## src/rtl/fnv_pkg.sv

```systemverilog
package fnv_pkg;
  localparam int BYTE_W = 8;
  localparam int MAX_W  = 1024;

  // Offset basis per hash width; widths without a table entry use the 32-bit value
  function automatic logic [MAX_W-1:0] basis_for(input int w);
    logic [MAX_W-1:0] v;
    v = '0;
    if (w == 64) v[63:0] = 64'hCBF2_9CE4_8422_2325;
    else         v[31:0] = 32'h811C_9DC5;
    return v;
  endfunction

  // Multiplier prime per hash width
  function automatic logic [MAX_W-1:0] prime_for(input int w);
    logic [MAX_W-1:0] v;
    v = '0;
    if (w == 64) v[63:0] = 64'h0000_0100_0000_01B3;
    else         v[31:0] = 32'h0100_0193;
    return v;
  endfunction
endpackage

```

## src/rtl/fnv_step.sv

```systemverilog
module fnv_step #(
  parameter int HASH_W = 32,
  parameter logic [HASH_W-1:0] PRIME = '0
) (
  input  logic [HASH_W-1:0]          state_i,
  input  logic [fnv_pkg::BYTE_W-1:0] byte_i,
  output logic [HASH_W-1:0]          next_o
);
  localparam int PAD_W = HASH_W - fnv_pkg::BYTE_W;

  logic [HASH_W-1:0] product;

  always_comb begin
    product = state_i * PRIME;
    next_o  = product ^ {{PAD_W{1'b0}}, byte_i};
  end
endmodule

```

## src/rtl/fnv_core.sv

```systemverilog
module fnv_core #(
  parameter int HASH_W = 32,
  parameter logic [HASH_W-1:0] BASIS = '0,
  parameter logic [HASH_W-1:0] PRIME = '0
) (
  input  logic                       clk,
  input  logic                       rst,
  input  logic                       start_i,
  input  logic                       valid_i,
  input  logic                       last_i,
  input  logic [fnv_pkg::BYTE_W-1:0] byte_i,
  output logic [HASH_W-1:0]          hash_q,
  output logic [HASH_W-1:0]          next_o,
  output logic                       fin_o,
  output logic                       busy_o
);
  logic busy_q;
  logic take;

  fnv_step #(.HASH_W(HASH_W), .PRIME(PRIME)) u_step (
    .state_i (hash_q),
    .byte_i  (byte_i),
    .next_o  (next_o)
  );

  assign take   = valid_i && busy_q && !start_i;
  assign fin_o  = take && last_i;
  assign busy_o = busy_q;

  always_ff @(posedge clk) begin
    if (rst) begin
      hash_q <= BASIS;
      busy_q <= 1'b0;
    end else if (start_i) begin
      hash_q <= BASIS;
      busy_q <= 1'b1;
    end else if (take) begin
      hash_q <= next_o;
      if (last_i) busy_q <= 1'b0;
    end
  end
endmodule

```

## config.mk

```make
export PLATFORM = sky130hd
export DESIGN_NAME = fnv_core
export DESIGN_NICKNAME = d
export VERILOG_FILES = /design/src/rtl/fnv_pkg.sv /design/src/rtl/fnv_step.sv /design/src/rtl/fnv_core.sv
export SDC_FILE = /design/constraint.sdc
export NUM_CORES = 1
export LEC_CHECK = 0
export ABC_AREA = 1
export BUFFER_PORTS_ARGS = -buffer_cell sky130_fd_sc_hd__buf_2
export CAP_MARGIN = 15
export CORE_UTILIZATION = 30
export DETAILED_ROUTE_END_ITERATION = 10
export PLACE_DENSITY = 0.73
export SKIP_CTS_REPAIR_TIMING = 1
export SLEW_MARGIN = 20
export SYNTH_ARGS = -nofsm -noshare
export SYNTH_HDL_FRONTEND = slang
export SYNTH_SLANG_ARGS = --single-unit
```

## constraint.sdc

```tcl
create_clock -name clk -period 1.2 [get_ports clk]
set_clock_uncertainty 0.2 [all_clocks]
set_input_delay 0.06 -clock clk [delete_from_list [all_inputs] [get_ports clk]]
set_output_delay 0.06 -clock clk [all_outputs]
set_load 0.005 [all_outputs]
```

Word-level counts from Yosys, hierarchy flattened
Index checks and enable logic that the tools add are counted.
- output and inout bits: 66
- input port bits: 13
- logic and storage cells: 13
- bits in registers: 9
- reduce and logical (&&, ||, !) cells: 8
- multiplexer cells: 3
- operators with widths (cell ; number):
    $reduce_bool A2 Y1 ; 2
    $logic_and A1 B1 Y1 ; 3
    $mux W1 ; 3
    $reduce_and A2 Y1 ; 1
    $reduce_or A2 Y1 ; 1
    $logic_not A1 Y1 ; 1

Logic depth before layout (Yosys ltp)
- depth in word-level cells: 4
- gate-level depth with buffers: 5
- mapped depth without buffers: 4

By module
Synthesis repeated with hierarchy kept, for this count alone.
- cells, all modules: 248
- area total of the unflattened synthesis: 1746.7 sq um
- modules (own cells, without submodules) (module ; instances ; cells an instance ; area each (sq um) ; seq. area each (sq um)):
    fnv_core ; 1 ; 215 ; 1502.7 ; 660.6
    fnv_step ; 1 ; 33 ; 244.0 ; 0.0

Least setup slack after synthesis
Ideal clock, no wire load.
- kind: reg-to-reg
- start: reg busy_q (netlist: busy_o)
- end: reg hash_q[0]
- period minus slack after synthesis: 1.101 ns
- required time: 0.883 ns
- library setup time: 0.117 ns
- cell stages (with the launch flop): 5
- slack: 0.099 ns
- arrival: 0.785 ns
- path buffers: 1
- path through: dfxtp_1 -> nand2_2 -> buf_6 -> nor3_1 -> nor2_1
- longest elaborated chain between the ends: 2
- ends and longest elaborated chain (what ; line ; source):
    from (decl) ; fnv_core.sv:17 ; logic busy_q;
    from (signal assigned) ; fnv_core.sv:33 ; busy_q <= 1'b0;
    from (signal assigned) ; fnv_core.sv:36 ; busy_q <= 1'b1;
    from (signal assigned) ; fnv_core.sv:39 ; if (last_i) busy_q <= 1'b0;
    $logic_and A1 B1 Y1 (2 in a row) ; fnv_core.sv:26 ; assign take = valid_i && busy_q && !start_i;
    to (signal assigned) ; fnv_core.sv:38 ; hash_q <= next_o;
    to (decl) ; fnv_core.sv:12 ; output logic [HASH_W-1:0] hash_q,
Every way passes these cells.
A chain may end at the register's enable or synchronous reset.

Final worst setup path
- start: reg busy_q (netlist: busy_o)
- end: out fin_o
- longest elaborated chain between the ends: 3
- ends and longest elaborated chain (what ; line ; source):
    $logic_and A1 B1 Y1 (2 in a row) ; fnv_core.sv:26 ;
    $logic_and A1 B1 Y1 ; fnv_core.sv:27 ; assign fin_o = take && last_i;
    to (decl) ; fnv_core.sv:14 ; output logic fin_o,
Every way passes these cells.

==> impl_metrics.json <==
{
  "power_leakage_uw": 0.000564,
  "post_route_minimum_period_ns": 1.15,
  "design.portCount": 79,
  "start_util": 0.325,
  "drv_cap": 0,
  "post_synth.cell_area_avg_um2": 7.00,
  "wirelength_mm": 1.36,
  "layout_common_cells": "48 x conb_1, 30 x buf_2, 17 x nand2_1",
  "gp_routability_congestion": 0.646,
  "adder_and_majority_gate_portion_of_the_synthesized_area": 0,
  "drt-wirelength-per-cell_um": 7.40,
  "max-clock-path-buffers": 2,
  "dominant_combinational_cell_family_by_area_after_synthesis": "buffers and inverters",
  "critPathMaxFanout": 4,
  "antenna_violating_nets_post_route": 0,
  "initialDrtViolationCount": 8,
  "clock_latency_at_the_later_pin_of_the_worst_skew_pair_ns": 0.26,
  "hold_viol_final": 0,
  "dp_cells": 167,
  "seq_power_share": 0.439,
  "largest_net_degree_at_the_start_of_global_routing": 17,
  "gr-total-overflow": 0,
  "number_of_levels_in_the_clock_h_tree": 1,
  "cp.required_ns": 0.94,
  "synth.ff_latch_count": 9,
  "antenna_cells": 0,
  "floorplan.die.height_um": 54.3,
  "detailedRoute.firstPassIterationCount": 4,
  "syn-cell-area_um2": 820,
  "endpoint_kind": "primary output",
  "reg2reg_slack_ns": 0.21,
  "grt_pass1_wl_mm": 1.58,
  "whs_ns": 0.00269,
  "worst-setup-path-type": "flop to primary output",
  "min_path_type": "input pin to flop",
  "synthSimpleGateAreaFrac": 0.192,
  "timing.critical_path.arrival_ns": 0.89,
  "ir_worst_vdd_mv": 0.350,
  "cts_root_buffer": "clkbuf_4",
  "final-instance-count-excl-fill": 184,
  "design.die.area_um2": 2940,
  "clock_power_share": 0.329,
  "post-layout-total-power_uw": 721,
  "switching_share": 0.292,
  "net-switching-power_uw": 210,
  "postSynthCellCount": 117,
  "core_footprint_um2": 2520,
  "postPlaceCellArea_um2": 754,
  "grtUsageTotal": 0.0800,
  "compound_gate_portion_of_the_synthesized_area": 0,
  "horiz_die_dim_um": 54.3,
  "post_route_cells_drive_above_1_share": 0.240,
  "finalWorstSetupSlack_ns": 0.0453,
  "fmaxAchievable_mhz": 866,
  "power_per_cell_area_nw_per_um2": 786,
  "filler_cell_count": 290,
  "cp-start-kind": "flop",
  "layout_worst_path_cycle_share": 0.962,
  "final_nets": 168,
  "seq_area_frac_synth": 0.220,
  "place.detailed.hpwl_um": 978,
  "placement.io_buffers": 30,
  "route.detailed.drc": 0,
  "row_count": 18,
  "mostFrequentLayoutCell": "conb_1",
  "post_synth_mux_area_share": 0,
  "vias": 615,
  "synth_xor_area_frac": 0,
  "preCtsSetupSlack_ns": 0.0842,
  "layout-area-overhead-vs-synth_pct": 11.9,
  "vias_in_the_first_global_route": 375,
  "run_status": "complete, no violations",
  "combinationalPowerShare": 0.232,
  "yosys_warnings": 0,
  "grt_antenna_before_repair": 0,
  "synth.distinct_cells": 11,
  "cts_num_sinks": 9,
  "final_area_um2": 917,
  "slew_violations": 0,
  "cts_made_buffers": 3,
  "cellInternalPower_uw": 510,
  "path_clk_slew_ns": 0.06,
  "clock_tree_from_tritoncts": "built",
  "report.final.setup_viol": 0,
  "avgViaCountPerCell": 3.34
}
power by group through the flow:
stage | clock network (uW) | registers (uW) | logic [uW]
after floorplan | 0 | 324 | 210
after global placement | 0 | 322 | 131
after detailed placement | 0 | 323 | 131
after CTS | 253 | 316 | 132
after global routing | 265 | 318 | 194
final | 237 | 317 | 167
Yosys cell counts:
cell	instances	share of area
buf_4	56	0.51
buf_2	1	0.0061
inv_1	11	0.050
conb_1	1	0.0046
nand2_1	17	0.078
nor2_1	11	0.050
buf_6	1	0.014
nand4_1	1	0.0076
nor3_1	8	0.049
nand2_2	1	0.0076
dfxtp_1	9	0.22
registers in the layout, indices dropped and copies added, names as in the netlist:
| signal | flops |
|---|---|
| busy_o | 1 |
| hash_q | 8 |
metal layers:
layer / global-route usage / share of wire / vias to the layer above
met3: 0.0611 / 0.13 / 0
met5: 0 / 0 / -
met2: 0.122 / 0.48 / 44
li1: - / - / 317
met1: 0.0844 / 0.39 / 254
met4: 0.0256 / 0 / 0
metrics by stage:
step | util | setup TNS, ns
3_3_place_gp | 0.299 | 0
3_5_place_dp | 0.299 | 0
6_report | 0.364 | 0
5_1_grt | 0.364 | -0.0136
2_1_floorplan | - | 0
4_1_cts | 0.310 | -0.0284
worst max-delay path: stages (launching register included):
cell and delay (ns):
dfxtp_4 0.37, nand4_1 0.10, inv_1 0.06, buf_2 0.10
path summary, 6_finish.rpt:
| kind | from | end | cells after the start |
|---|---|---|---|
| hold / removal | last_i | busy_o | 5 |
| hold reg to reg | hash_q[4] | hash_q[4] | 4 |
| setup / recovery | busy_o | fin_o | 3 |
| setup reg to reg | busy_o | busy_o | 4 |
cell type report:
| type | count | area [um2] | area share |
|---|---|---|---|
| clock buffers | 4 | 26.3 | 0.0286 |
| inverters | 11 | 41.3 | 0.0450 |
| multi-input cells | 86 | 343 | 0.374 |
| flip-flops and latches | 9 | 184 | 0.201 |
| well taps | 30 | 37.5 | 0.0409 |
| repair buffers | 44 | 285 | 0.311 |
kinds of logic after synthesis:
family / Yosys count
buffers and inverters: 69
other: 1
DFF: 9
and+or+nand+nor: 38
Power figures use the tool's default switching activity.
